$ cat config.mk
export PLATFORM = sky130hd
export DESIGN_NAME = fti_conv
export DESIGN_NICKNAME = d
export VERILOG_FILES = /design/src/rtl/fti_pkg.sv /design/src/rtl/fti_align.sv /design/src/rtl/fti_round.sv /design/src/rtl/fti_emit.sv /design/src/rtl/fti_conv.sv
export SDC_FILE = /design/constraint.sdc
export NUM_CORES = 1
export LEC_CHECK = 0
export BUFFER_PORTS_ARGS = -buffer_cell sky130_fd_sc_hd__buf_2
export CAP_MARGIN = 20
export CORE_MARGIN = 5
export CORE_UTILIZATION = 25
export CTS_CLUSTER_SIZE = 16
export DETAILED_ROUTE_END_ITERATION = 8
export GPL_TIMING_DRIVEN = 0
export SLEW_MARGIN = 20
export SYNTH_ARGS = -nofsm -noshare
export SYNTH_HDL_FRONTEND = slang
export SYNTH_HIERARCHICAL = 1
export SYNTH_SLANG_ARGS = --single-unit
$ cat constraint.sdc
create_clock -name clk -period 6.5 [get_ports clk]
set_clock_uncertainty 0.1 [all_clocks]
set_input_delay 0.65 -clock clk [delete_from_list [all_inputs] [get_ports clk]]
set_output_delay 0.65 -clock clk [all_outputs]
set_load 0.01 [all_outputs]
$ cat src/rtl/fti_pkg.sv
package fti_pkg;
  localparam int INT_W  = 32;
  localparam int EXP_W  = 8;
  localparam int FRAC_W = 23;

  localparam int SIG_W  = FRAC_W + 1;
  localparam int FP_W   = 1 + EXP_W + FRAC_W;
  localparam int BIAS   = (1 << (EXP_W - 1)) - 1;
  localparam int T_W    = 2 * INT_W;
  localparam int SH_W   = $clog2(INT_W + 1);
  localparam int E_TOP  = BIAS + INT_W - 1;
  localparam int E_LOW  = BIAS - 1;

  localparam logic [INT_W-1:0] POS_SAT = {1'b0, {(INT_W-1){1'b1}}};
  localparam logic [INT_W-1:0] NEG_SAT = {1'b1, {(INT_W-1){1'b0}}};

  typedef enum logic [1:0] {
    RM_NEAR = 2'b00,
    RM_ZERO = 2'b01,
    RM_UP   = 2'b10,
    RM_DOWN = 2'b11
  } rmode_e;

  typedef struct packed {
    logic             neg;
    logic [INT_W-1:0] mag;
    logic             g;
    logic             r;
    logic             sy;
    rmode_e           mode;
    logic             force_en;
    logic             force_inv;
    logic [INT_W-1:0] force_val;
  } align_t;

  typedef struct packed {
    logic [INT_W-1:0] val;
    logic             inx;
    logic             force_en;
    logic             force_inv;
    logic [INT_W-1:0] force_val;
  } round_t;

  // Decide whether the magnitude is bumped by one.
  function automatic logic bump(input rmode_e m, input logic neg, input logic lsb,
                                input logic g, input logic r, input logic sy);
    logic lost;
    lost = g | r | sy;
    case (m)
      RM_NEAR: bump = g & (lsb | r | sy);
      RM_ZERO: bump = 1'b0;
      RM_UP:   bump = ~neg & lost;
      default: bump = neg & lost;
    endcase
  endfunction
endpackage

$ cat src/rtl/fti_align.sv
module fti_align
  import fti_pkg::*;
(
  input  logic            clk,
  input  logic            rst_n,
  input  logic            en,
  input  logic            vld_i,
  input  logic [FP_W-1:0] op_i,
  input  rmode_e          mode_i,
  output logic            vld_q,
  output align_t          q
);
  localparam logic [EXP_W-1:0] E_TOP_V = EXP_W'(E_TOP);
  localparam logic [EXP_W-1:0] E_LOW_V = EXP_W'(E_LOW);

  logic              sign;
  logic [EXP_W-1:0]  expo;
  logic [FRAC_W-1:0] frac;
  logic [SIG_W-1:0]  sig;
  logic              exp_max, big, tiny, nonzero, min_exact;
  logic [EXP_W-1:0]  sh_full;
  logic [SH_W-1:0]   sh;
  logic [T_W-1:0]    wide, shifted;
  align_t            nxt;

  always_comb begin
    sign      = op_i[FP_W-1];
    expo      = op_i[FP_W-2:FRAC_W];
    frac      = op_i[FRAC_W-1:0];
    exp_max   = &expo;
    nonzero   = |op_i[FP_W-2:0];
    sig       = {|expo, frac};
    big       = (expo >= E_TOP_V);
    tiny      = (expo < E_LOW_V);
    min_exact = sign && (expo == E_TOP_V) && (frac == '0);
    sh_full   = E_TOP_V - expo;
    sh        = sh_full[SH_W-1:0];
    wide      = {sig, {(T_W-SIG_W){1'b0}}};
    shifted   = wide >> sh;

    nxt           = '0;
    nxt.neg       = sign;
    nxt.mode      = mode_i;
    if (exp_max || big) begin
      nxt.force_en  = 1'b1;
      nxt.force_inv = ~min_exact;
      if (exp_max && (frac != '0)) nxt.force_val = POS_SAT;
      else                         nxt.force_val = sign ? NEG_SAT : POS_SAT;
    end else if (tiny) begin
      nxt.sy = nonzero;
    end else begin
      nxt.mag = shifted[T_W-1:INT_W];
      nxt.g   = shifted[INT_W-1];
      nxt.r   = shifted[INT_W-2];
      nxt.sy  = |shifted[INT_W-3:0];
    end
  end

  always_ff @(posedge clk or negedge rst_n) begin
    if (!rst_n)  vld_q <= 1'b0;
    else if (en) vld_q <= vld_i;
  end

  always_ff @(posedge clk) begin
    if (en) q <= nxt;
  end
endmodule

$ cat src/rtl/fti_round.sv
module fti_round
  import fti_pkg::*;
(
  input  logic   clk,
  input  logic   rst_n,
  input  logic   en,
  input  logic   vld_i,
  input  align_t a_i,
  output logic   vld_q,
  output round_t q
);
  logic             up, pick;
  logic [INT_W-1:0] cand_lo, cand_hi;
  round_t           nxt;

  always_comb begin
    up      = bump(a_i.mode, a_i.neg, a_i.mag[0], a_i.g, a_i.r, a_i.sy);
    // Both candidates exist before the decision is known.
    cand_lo = a_i.mag ^ {INT_W{a_i.neg}};
    cand_hi = cand_lo + INT_W'(1);
    // Negative: bump picks the inverse, no bump picks inverse plus one.
    pick    = up ^ a_i.neg;

    nxt           = '0;
    nxt.val       = pick ? cand_hi : cand_lo;
    nxt.inx       = a_i.g | a_i.r | a_i.sy;
    nxt.force_en  = a_i.force_en;
    nxt.force_inv = a_i.force_inv;
    nxt.force_val = a_i.force_val;
  end

  always_ff @(posedge clk or negedge rst_n) begin
    if (!rst_n)  vld_q <= 1'b0;
    else if (en) vld_q <= vld_i;
  end

  always_ff @(posedge clk) begin
    if (en) q <= nxt;
  end
endmodule

$ cat src/rtl/fti_emit.sv
module fti_emit
  import fti_pkg::*;
(
  input  logic             clk,
  input  logic             rst_n,
  input  logic             en,
  input  logic             vld_i,
  input  round_t           r_i,
  output logic             vld_q,
  output logic [INT_W-1:0] data_q,
  output logic             inv_q,
  output logic             inx_q
);
  always_ff @(posedge clk or negedge rst_n) begin
    if (!rst_n)  vld_q <= 1'b0;
    else if (en) vld_q <= vld_i;
  end

  always_ff @(posedge clk) begin
    if (en) begin
      data_q <= r_i.force_en ? r_i.force_val : r_i.val;
      inv_q  <= r_i.force_en & r_i.force_inv;
      inx_q  <= ~r_i.force_en & r_i.inx;
    end
  end
endmodule

$ cat src/rtl/fti_conv.sv
module fti_conv
  import fti_pkg::*;
(
  input  logic             clk,
  input  logic             rst_n,
  input  logic             in_valid,
  output logic             in_ready,
  input  logic [FP_W-1:0]  in_data,
  input  logic [1:0]       in_mode,
  output logic             out_valid,
  input  logic             out_ready,
  output logic [INT_W-1:0] out_data,
  output logic             out_invalid,
  output logic             out_inexact
);
  logic   adv;
  logic   s1_vld, s2_vld;
  align_t s1_q;
  round_t s2_q;

  assign adv      = ~out_valid | out_ready;
  assign in_ready = adv;

  fti_align u_align (
    .clk(clk), .rst_n(rst_n), .en(adv), .vld_i(in_valid),
    .op_i(in_data), .mode_i(rmode_e'(in_mode)),
    .vld_q(s1_vld), .q(s1_q)
  );

  fti_round u_round (
    .clk(clk), .rst_n(rst_n), .en(adv), .vld_i(s1_vld),
    .a_i(s1_q), .vld_q(s2_vld), .q(s2_q)
  );

  fti_emit u_emit (
    .clk(clk), .rst_n(rst_n), .en(adv), .vld_i(s2_vld),
    .r_i(s2_q), .vld_q(out_valid), .data_q(out_data),
    .inv_q(out_invalid), .inx_q(out_inexact)
  );
endmodule

; ---- Word-level counts from Yosys, hierarchy flattened
; Index checks and enable logic that the tools add are counted.
[word_totals]
ff_bits = 176
output_inout_bits = 36
wordCells = 66
[op_classes]
n_addsub = 2
order_cmp = 2
eq_ne = 3
shifts = 1
mux = 7
bitwise_logic = 17
reduce_logical = 13
[op_table]
columns = cell, n
row1 = two-way mux 32 bit, 4
row2 = right shift 64 x 6 -> 64 bit, 1
row3 = two-way mux 34 bit, 1
row4 = "adder 32 x 1 -> 32 bit, second input constant", 1
row5 = XOR 32 bit, 1
row6 = OR reduction 31 bit, 1
row7 = OR reduction 30 bit, 1
row8 = zero test 23 bit, 1
row9 = nonzero test 23 bit, 1
row10 = "equality test 8 bit, second input constant", 1
row11 = ">= comparator 8 bit, second input constant", 1
row12 = "< comparator 8 x 7 -> 1 bit, second input constant", 1
row13 = AND reduction 8 bit, 1
row14 = OR reduction 8 bit, 1
row15 = "subtractor 5 x 6 -> 6 bit, first input constant", 1
row16 = bitwise AND 1 bit, 5
row17 = NOT 1 bit, 5
row18 = OR 1 bit, 5
row19 = OR reduction 2 bit, 2
row20 = logical AND 1 bit, 3
row21 = case mux 1 bit (3 select lines), 1
row22 = "equality test 2 x 1 -> 1 bit, second input constant", 1
row23 = "equality test 2 bit, second input constant", 1
row24 = zero test 2 bit, 1
row25 = other kinds (3), 3

; ---- Depth between registers and ports, before layout
; Gate-level depths: netlist of the first run.
[logic_depth]
ltp_word = 6
ltp_mapped = 14
depth_no_buf = 10

; ---- Hierarchy
; Netlist of the first run, hierarchy kept.
[modules_own_cells]
columns = mod, n_inst, cells_each, area_each_um2, seq_area_each_um2
row1 = fti_align, 1, 422, 4005.1, 1286.2
row2 = fti_round, 1, 263, 3464.6, 2037.0
row3 = fti_emit, 1, 74, 1601.5, 1046.0
row4 = fti_conv, 1, 1, 6.3, 0.0

; ---- Least setup slack after synthesis of the first run
; No wires, ideal clock.
[synth_timing]
path_kind = in2reg
startpoint = input out_ready
endpoint = register u_align.vld_q
setup_time_ns = 0.083
arrival_time_ns = 4.870
required_time_ns = 6.317
path_slack_ns = 1.447
path_stages = 2
n_path_buf = 0
cell_sequence = nand2b_1 > mux2_2
[synth_between]
elab_chain_cells = 1
[synth_rtl]
columns = item, line_no
row1 = from (decl), fti_conv.sv:11  ; input logic out_ready,
row2 = OR 1 bit, fti_conv.sv:21  ; assign adv = ~out_valid | out_ready;
row3 = to (signal assigned), fti_align.sv:61  ; else if (en) vld_q <= vld_i;
row4 = to (decl), fti_align.sv:10  ; output logic vld_q,
; Every way passes these cells.
; A chain may end at the register's enable or synchronous reset.

; ---- Worst setup path in the final report of the first run
[layout_timing]
startpoint = input in_data[23]
endpoint = register u_align/q[36] (netlist name), data pin
[layout_between]
elab_chain_cells = 4
word_cells_on_any_way = 10
[layout_rtl]
columns = item, line_no
row1 = from (decl), fti_conv.sv:8  ; input logic [FP_W-1:0] in_data,
row2 = subtractor 5 x 6 -> 6 bit or OR reduction 8 bit (tied branches), "fti_align.sv:36, fti_align.sv:32"
row3 = right shift 64 x 6 -> 64 bit, fti_align.sv:39  ; shifted = wide >> sh;
row4 = OR reduction 30 bit, fti_align.sv:55  ; nxt.sy = |shifted[INT_W-3:0];
row5 = two-way mux 1 bit, fti_align.sv:49  ; end else if (tiny) begin
row6 = to (signal assigned), fti_align.sv:65  ; if (en) q <= nxt;
row7 = to (decl), fti_align.sv:11  ; output align_t q
; Several ways; a longest one is shown, not always the timed one.

==> flow_metrics.tcl, run 1 <==
set metrics [dict create \
    status "completed" \
    antenna_left 0 \
    core_um2 35700 \
    vias_per_cell 4.82 \
    io_buffers 69 \
    synthFlopType "edfxtp_1" \
    r2r-end "u_round/q[55]" \
    areaGrowthSynthToFinish_pct 18.0 \
    drt_wl_total_mm 23.3 \
    min_period_over_period_pct 66.4 \
    r2r_setup_slack_ns 2.50 \
    fin_crit_ns 4.31 \
    syn_area_um2 9080 \
    critPathCapture "u_align/q[36]" \
    die_h_um 201 \
    whs_path_depth 1 \
    hold_viol_final 0 \
    cts_tree "done" \
    utilization_pct 30.0 \
    seq_area_frac_synth_pct 48.1 \
    cts_htree_levels 4 \
    slew_viol_final 0 \
    path_max_fanout 10 \
    ys_seq_elements 146 \
    final.setup.tns_ns 0 \
    timing.rr.start "u_align/q[71]" \
    nNetsFinal 896 \
    synth_edf_count 143 \
    place_inst 1292 \
    drt-initial-drc-count 529 \
    setup_violations 0 \
    grt_overflow 0 \
    route.detailed.wl_per_inst_um 17.6 \
    p_leak_nw 3.98 \
    yosys_warnings 6 \
    worstSetupStartpointType "primary input" \
    grt_pass1_vias 6363 \
    die_w_um 201 \
    start_util_pct 25.4 \
    worstPathArrival_ns 4.35 \
    cp.required_ns 6.54 \
    die-area_um2 40200 \
    vias 6390 \
    grt_pass1_wl_mm 37.4 \
    max_freq_ghz 0.232 \
    dr.pass1.iters 5 \
    dpl-instance-area_um2 10100 \
    endpoint_kind "flop" \
    cts_made_buffers 17 \
    synth-async-reset-ratio_pct 2.05 \
    grt.total_usage_pct 11.5 \
    grt_setup_unrepaired "false" \
    drc_errors 0 \
    ios 74 \
    routabilityCongestion 0.880 \
    rows 69 \
    clock_sinks 146 \
    num-fill-cells 3691 \
    syn_area_per_cell_um2 11.9 \
    insertion_delay_ns 0.42 \
    design_area_um2 10700 \
    powerDensity_nw_per_um2 380 \
    vdd_ir_drop_max_uv 163 \
    tightest_slew_ns 0.889 \
    timing.hold.worst.class "primary input to flop" \
    postCtsSetupRepairBufs 0 \
    worstSetupStartpoint "in_data[23]" \
    clk_pin_slew_ns 0.06 \
    max_slew_margin_pct 40.4 \
    synth.distinct_cells 77 \
    antenna_found_initial 0 \
    cts_root_buffer "clkbuf_16" \
    syn_nets 804 \
    drive_above_1_share_pct 27.3 \
    syn_inst 760 \
    drv_cap 0 \
    stdcell_count 1327 \
    grt_max_degree 58 \
    r2r_cells 12 \
    worstSetupPathType "primary input to flop" \
    hpwlAfterDp_mm 17.9 \
    cts_buffer_depth 2 \
]
## cell type report
type                       instances  area, µm²  share of cell area [%]
antenna                            1       2.50                  0.0234
buffer                            75        523                    4.88
clock buffer                      19        433                    4.04
clock inverter                    13        185                    1.73
inverter                          10       37.5                   0.351
multi-input combinational        529       4160                    38.8
sequential                       146       4370                    40.8
tap                              461        577                    5.39
timing repair buffer              73        425                    3.97
## cell usage in the layout, fill, tap and decap left out, types with 10 or more instances in the layout
cell and n:
a21oi_1 25, a31oi_1 11, buf_2 79, buf_4 34, clkbuf_1 21, clkbuf_16 17
edfxtp_1 143, mux2_2 16, mux2_4 28, mux2i_1 30, mux4_2 19, nand2_1 57
nand3_1 28, nand4_1 13, nor2_1 57, nor3_1 15, nor4_1 10, o21ai_0 27
o22ai_1 13, xnor2_1 35, xor2_1 18
## layer usage
layer	vias to the layer above	global-route usage [%]	wire length [µm]
met5	-	0	0
met4	0	2.78	259
met3	19	2.23	1310
met2	209	18.8	11100
met1	3107	15.8	10600
li1	3055	-	-
## worst max-delay path, stage by stage
cell,delay (ns)
buf_2,0.11
buf_6,0.16
buf_6,0.17
inv_1,0.16
ha_1,0.37
buf_2,0.26
buf_2,0.29
mux4_2,0.38
mux2i_1,0.43
nand4_1,0.15
a2111oi_1,0.75
nor3_1,0.11
o21ai_1,0.20
a41oi_1,0.14
## synth_stat cells, types with 9 or more instances
library cell,n,area (µm²)
mux2i_1,30,300
nor2_1,57,214
inv_1,9,33.8
nand2_1,57,214
nand4_1,13,81.3
nand3_1,28,140
a31oi_1,11,68.8
o22ai_1,13,81.3
mux2_2,16,180
mux4_2,19,428
nor4_1,10,62.6
clkbuf_1,19,71.3
xor2_1,18,158
buf_2,10,50.1
o21ai_0,27,135
nor3_1,15,75.1
nor2b_1,9,56.3
a21oi_1,25,125
buf_4,34,255
xnor2_1,35,307
mux2_4,28,420
edfxtp_1,143,4290
## state kept, by name (all words and copies together), names as in the netlist
signal and flops:
u_align/vld_q 1, u_emit/data_q 32, u_align/q 42, u_round/q 67
u_emit/inx_q 1, u_emit/inv_q 1, u_round/vld_q 1, u_emit/vld_q 1
## power breakdown
part | internal [mW] | switching [mW]
Combinational | 0.642 | 0.724
Clock | 0.643 | 0.367
Sequential | 1.54 | 0.151
Total | 2.83 | 1.24
## repair_timing
action,4_1_cts,5_1_grt
hold buffers,1,0
hold endpoints to repair,3,0
gates resized for setup,0,0
## per-stage QoR
stage,total power [mW],setup slack (ns),hold WS (ns)
final,4.07,2.19,0.309
after global routing,4.31,1.92,0.292
after CTS,4.13,2.19,0.290
after detailed placement,3.10,1.73,0.311
after global placement,3.11,-0.444,0.306
after floorplan,2.69,1.45,0.254
## cell families (layout without fill, tap and decap cells)
| kind of cell | count (synthesis) | in the layout | synth area share, % |
|---|---|---|---|
| XOR/XNOR | 55 | 55 | 5.60 |
| AO/OA/AOI/OAI | 131 | 131 | 9.99 |
| multiplexers | 98 | 98 | 15.7 |
| buffers and inverters | 85 | 190 | 6.17 |
| adder cells (fa/ha/maj) | 6 | 6 | 0.827 |
| other | 0 | 1 | 0 |
| flip-flops | 146 | 146 | 48.1 |
| AND/OR/NAND/NOR | 239 | 239 | 13.6 |
## how the worst min path moves through the flow
stage,start,endpoint,slack [ns]
global route,in_mode[1],u_align/q[35],0.29
global placement,u_align/q[31],u_round/q[31],0.31
CTS,in_mode[0],u_align/q[34],0.29
floorplan,rst_n,u_align/vld_q,0.25
detailed placement,u_align/q[32],u_round/q[32],0.31
finish,in_mode[0],u_align/q[34],0.31
(Power assumes the default switching activity.)
==> run 2: changes to the inputs <==
==> constraint.sdc (replaced) <==
create_clock -name clk -period 4.3 [get_ports clk]
set_clock_uncertainty 0.1 [all_clocks]
set_input_delay 0.43 -clock clk [delete_from_list [all_inputs] [get_ports clk]]
set_output_delay 0.43 -clock clk [all_outputs]
set_load 0.01 [all_outputs]
==> run 2 against run 1 <==
Critical path depth is the same. Routed wire length grew 0.53%. Via count is essentially flat. Clock power grew 38%. Non-clock buffer count is the same. Power grew 48%. Sequential share of layout area grew 0.23 points.
==> flow_metrics.tcl, run 2 (synthesized netlist as in run 1, its figures left out) <==
set metrics [dict create \
    swShare_pct 31.8 \
    endpoint_kind "flop" \
    vias_per_cell 4.82 \
    critPathCapture "u_align/q[36]" \
    areaGrowthSynthToFinish_pct 17.3 \
    final_common_cell "edfxtp_1" \
    top_regs "u_round/q: 67 flops, u_align/q: 42 flops, u_emit/data_q: 32 flops" \
    insertion_delay_ns 0.41 \
    r2r-end "u_round/q[55]" \
    crit_top_cell "buf_2" \
    grt_setup_unrepaired "false" \
    p_switching_mw 1.91 \
    setup_violations 0 \
    num_antenna_cells 0 \
    worstSetupStartpointType "primary input" \
    p_leak_nw 3.94 \
    slew_viol_final 0 \
    cts_root_buffer "clkbuf_16" \
    cts_buffer_depth 2 \
    core_um2 35700 \
    pwr-share-clk_pct 23.1 \
    dr.pass1.iters 6 \
    cts_tree "done" \
    worstSetupStartpoint "in_data[23]" \
    drc_errors 0 \
    final_cell_mix "edfxtp_1 (143), buf_2 (79), nor2_1 (57), nand2_1 (57), xnor2_1 (35)" \
    slowest_stage "a2111oi_1" \
    status "completed" \
    regMostFlops "u_round/q" \
    r2r_cells 12 \
    largest_reg_flops 67 \
    clock_sinks 146 \
    drt-initial-drc-count 490 \
    timing.hold.worst.class "primary input to flop" \
    hold_viol_final 0 \
    grt_pass1_vias 6406 \
    path_cells "buf_2 -> buf_6 -> buf_6 -> inv_1 -> ha_1 -> buf_2 -> buf_2 -> mux4_2 -> mux2i_1 -> nand4_1 -> a2111oi_1 -> nor3_1 -> o21ai_1 -> a41oi_1" \
    powerDensity_nw_per_um2 565 \
    worstPathArrival_ns 4.16 \
    timing.rr.start "u_align/q[71]" \
    whs_ns 0.0910 \
    ios 74 \
    rows 69 \
    p_total_mw 6.02 \
    tightest_slew_ns 0.830 \
    antenna_found_initial 0 \
    worstSetupPathType "primary input to flop" \
    num-fill-cells 3735 \
    cts_htree_levels 4 \
    grt.total_usage_pct 11.6 \
    grt_pass1_wl_mm 37.6 \
    internal_power_mw 4.11 \
    min_from "in_mode[1]" \
    route.detailed.wl_per_inst_um 17.7 \
    seqPwrFrac_pct 42.7 \
    vias 6396 \
    combPwrFrac_pct 34.2 \
    hpwlAfterDp_mm 17.9 \
    grt_max_degree 61 \
    cts_resized 0 \
    cp.required_ns 4.34 \
    io_buffers 69 \
    path_max_fanout 10 \
    min_period_over_period_pct 95.8 \
    max_slew_margin_pct 44.1 \
    drive_above_1_share_pct 27.4 \
    antenna_left 0 \
    routabilityCongestion 0.854 \
    cp_slowest_stage_delay_ns 0.70 \
    max_freq_ghz 0.243 \
    die_w_um 201 \
    start_util_pct 25.4 \
    nNetsFinal 896 \
    drt_wl_total_mm 23.5 \
    grt_overflow 0 \
    clk_pin_slew_ns 0.07 \
    drv_cap 0 \
    r2r_setup_slack_ns 0.25 \
    vdd_ir_drop_max_uv 223 \
    fin_crit_ns 4.12 \
    cts_made_buffers 17 \
    die-area_um2 40200 \
    postCtsSetupRepairBufs 0 \
    die_h_um 201 \
]
==> run 2: metal layers <==
metal	global-route usage, %	up-vias	part of all wire, %
li1	-	3066	-
met1	16.2	3114	47
met2	18.8	196	48
met3	1.84	20	4.5
met4	3.00	0	1.4
met5	0	-	0
==> run 2: worst min path at each step <==
stage	end	slack (ns)	cells after the start
after floorplan	u_align/vld_q	0.03	0
after global placement	u_align/vld_q	0.13	1
after detailed placement	u_align/vld_q	0.13	1
after CTS	u_align/q[35]	0.07	1
after global routing	u_align/q[35]	0.08	1
final	u_align/q[35]	0.09	1
==> run 2: power groups by stage <==
stage	Combinational [mW]	Clock [mW]	Sequential (mW)
2_1_floorplan	1.37	0	2.67
3_3_place_gp	2.02	0	2.65
3_5_place_dp	2.06	0	2.62
4_1_cts	2.07	1.44	2.60
5_1_grt	2.24	1.50	2.63
6_report	2.06	1.39	2.57
==> run 2: worst max-delay path: cells and delay by family <==
| family | cells | cell delay (ns) |
|---|---|---|
| muxes | 2 | 0.84 |
| and+or+nand+nor | 2 | 0.33 |
| AOI/OAI and AO/OA | 3 | 1.02 |
| adders and majority gates | 1 | 0.36 |
| buffers and inverters | 6 | 1.17 |
==> run 2: cell type report <==
type / count / area [µm²] / area share, %
clock buffers: 18 / 429 / 4.03
flip-flops and latches: 146 / 4370 / 41.0
multi-input cells: 529 / 4160 / 39.0
plain buffers: 75 / 523 / 4.91
well taps: 461 / 577 / 5.42
clock inverters: 14 / 133 / 1.25
inverters: 10 / 37.5 / 0.352
repair buffers: 73 / 425 / 3.99
==> run 2: timing repair <==
action | 4_1_cts | 5_1_grt
setup endpoints to repair | 0 | 0
hold buffers | 1 | 0
hold endpoints to repair | 3 | 0
==> run 2: per-stage QoR <==
| stage | setup WS (ns) | instance area, µm² | utilization, % | TNS [ns] | instances |
|---|---|---|---|---|---|
| final | 0.181 | 10600 | 29.8 | 0 | 1326 |
| after global routing | 0.00745 | 10600 | 29.8 | 0 | 1326 |
| after CTS | 0.271 | 10600 | 29.8 | 0 | 1325 |
| after detailed placement | -0.136 | 10100 | 28.2 | -0.136 | 1292 |
| after global placement | -0.192 | 10000 | 28.0 | -0.192 | 1290 |
| after floorplan | 0.918 | 9080 | - | 0 | 760 |
==> run 3: changes to the inputs <==
--- a/config.mk
+++ b/config.mk
@@ -12,6 +12,7 @@
 export CTS_CLUSTER_SIZE = 16
 export DETAILED_ROUTE_END_ITERATION = 8
 export GPL_TIMING_DRIVEN = 0
+export PLACE_DENSITY_LB_ADDON = 0.3
 export SLEW_MARGIN = 20
 export SYNTH_ARGS = -nofsm -noshare
 export SYNTH_HDL_FRONTEND = slang
==> run 3 against run 2 <==
Final cell count is essentially flat. Register-to-register slack gained 0.17 ns. Highest routed layer unchanged. Combinational power is essentially flat. Hold slack lost 0.0045 ns. Critical endpoint unchanged. Power shrank 0.15%. Flip-flop and latch count is the same.
==> flow_metrics.tcl, run 3 (synthesized netlist as in run 1, its figures left out) <==
set metrics [dict create \
    vias_per_cell 4.80 \
    final_common_cell "edfxtp_1" \
    drive_above_1_share_pct 27.6 \
    tightest_slew_ns 0.981 \
    cp_slowest_stage_delay_ns 0.59 \
    min_to "u_align/q[34]" \
    utilization_pct 29.9 \
    hold_viol_final 0 \
    hpwlAfterDp_mm 18.1 \
    grt_setup_unrepaired "false" \
    cp_top_family "buffers and inverters" \
    path_cells "buf_2 -> buf_6 -> buf_6 -> inv_1 -> ha_1 -> buf_2 -> buf_2 -> mux4_2 -> mux2i_1 -> o22ai_1 -> a31oi_1 -> nand4_1 -> o31ai_2 -> a41oi_1" \
    cts_root_buffer "clkbuf_16" \
    regMostFlops "u_round/q" \
    slowest_stage "mux2i_1" \
    routabilityCongestion 0.875 \
    fin_crit_ns 4.06 \
    worstPathArrival_ns 4.10 \
    dpl-instance-area_um2 10100 \
    grt.total_usage_pct 11.9 \
    setup_violations 0 \
    core_um2 35700 \
    cts_tree "done" \
    areaGrowthSynthToFinish_pct 17.5 \
    drv_cap 0 \
    die-area_um2 40200 \
    r2r-end "u_round/q[55]" \
    p_total_mw 6.01 \
    cts_made_buffers 17 \
    ios 74 \
    grt_pass1_vias 6568 \
    antenna_found_initial 0 \
    insertion_delay_ns 0.41 \
    postCtsSetupRepairBufs 0 \
    top_regs "u_round/q: 67 flops, u_align/q: 42 flops, u_emit/data_q: 32 flops" \
    path_max_fanout 10 \
    clock_sinks 146 \
    drt-initial-drc-count 421 \
    timing.rr.start "u_align/q[71]" \
    post-place-ws_ns -0.296 \
    powerDensity_nw_per_um2 563 \
    dr.pass1.iters 4 \
    cts_buffer_depth 2 \
    timing.hold.worst.class "primary input to flop" \
    slew_viol_final 0 \
    num-fill-cells 3732 \
    stdcell_count 1327 \
    drt_wl_total_mm 23.9 \
    status "completed" \
    worstSetupPathType "primary input to flop" \
    design_area_um2 10700 \
    whs_path_depth 1 \
    grt_pass1_wl_mm 38.4 \
    final_cell_mix "edfxtp_1 (143), buf_2 (79), nor2_1 (57), nand2_1 (57), xnor2_1 (35)" \
    start_util_pct 25.4 \
    grt_max_degree 52 \
    crit_top_cell "buf_2" \
    r2r_setup_slack_ns 0.42 \
    place_inst 1293 \
    cts_htree_levels 4 \
    worstSetupStartpoint "in_data[23]" \
    whs_ns 0.0865 \
    die_w_um 201 \
    io_buffers 69 \
    die_h_um 201 \
    route.detailed.wl_per_inst_um 18.0 \
    final.setup.tns_ns 0 \
    num_antenna_cells 0 \
    vias 6368 \
    antenna_left 0 \
    drc_errors 0 \
    largest_reg_flops 67 \
    grt_overflow 0 \
    max_slew_margin_pct 34.2 \
    rows 69 \
    p_leak_nw 3.94 \
    cp.required_ns 4.34 \
    min_period_over_period_pct 94.4 \
    max_freq_ghz 0.246 \
    clk_pin_slew_ns 0.06 \
    setup_slack_ns 0.241 \
    r2r_cells 12 \
    nNetsFinal 897 \
    endpoint_kind "flop" \
    min_from "in_mode[0]" \
    worstSetupStartpointType "primary input" \
    vdd_ir_drop_max_uv 264 \
    timing.critical_path.buf_inv 6 \
]
run 3: worst max-delay path by stage:
stage,end,slack (ns),depth (start not counted)
after detailed placement,u_align/q[36],-0.30,14
after global routing,u_align/q[36],0.09,14
final,u_align/q[36],0.24,14
after global placement,u_align/q[36],-0.27,14
after floorplan,u_align/q[36],0.92,13
after CTS,u_align/q[36],0.16,14
run 3: per-layer routing:
layer / vias up / global-route usage, % / wire length [µm]
met1: 3133 / 16.1 / 11000
li1: 3055 / - / -
met5: - / 0 / 0
met3: 22 / 1.91 / 906
met2: 158 / 19.8 / 11600
met4: 0 / 3.71 / 379
run 3: worst reg2reg max path: cells and delay by family (launching register included):
| kind | cells | cell delay [ns] |
|---|---|---|
| buf+inv | 4 | 1.08 |
| fa+ha+maj | 1 | 0.29 |
| xor+xnor | 2 | 0.22 |
| flops | 1 | 0.36 |
| compound gates | 2 | 0.89 |
| simple gates | 3 | 0.68 |
run 3: what timing repair did:
action	4_1_cts	5_1_grt
resized for setup	0	2
endpoints found under the hold margin	3	0
endpoints found under the setup margin	0	2
hold buffers	1	0
run 3: cell type report:
cell class | count | area, µm² | area share (%)
sequential | 146 | 4370 | 41.0
multi-input combinational | 529 | 4160 | 39.0
tap | 461 | 577 | 5.41
buffer | 75 | 524 | 4.91
timing repair buffer | 74 | 453 | 4.25
clock buffer | 20 | 437 | 4.09
clock inverter | 12 | 111 | 1.04
inverter | 10 | 37.5 | 0.352
run 3: power breakdown:
group	internal [mW]	switching (mW)	leakage (nW)	total (mW)
registers	2.33	0.233	1.55	2.57
clock network	0.795	0.564	0.249	1.36
logic	0.986	1.10	2.15	2.09
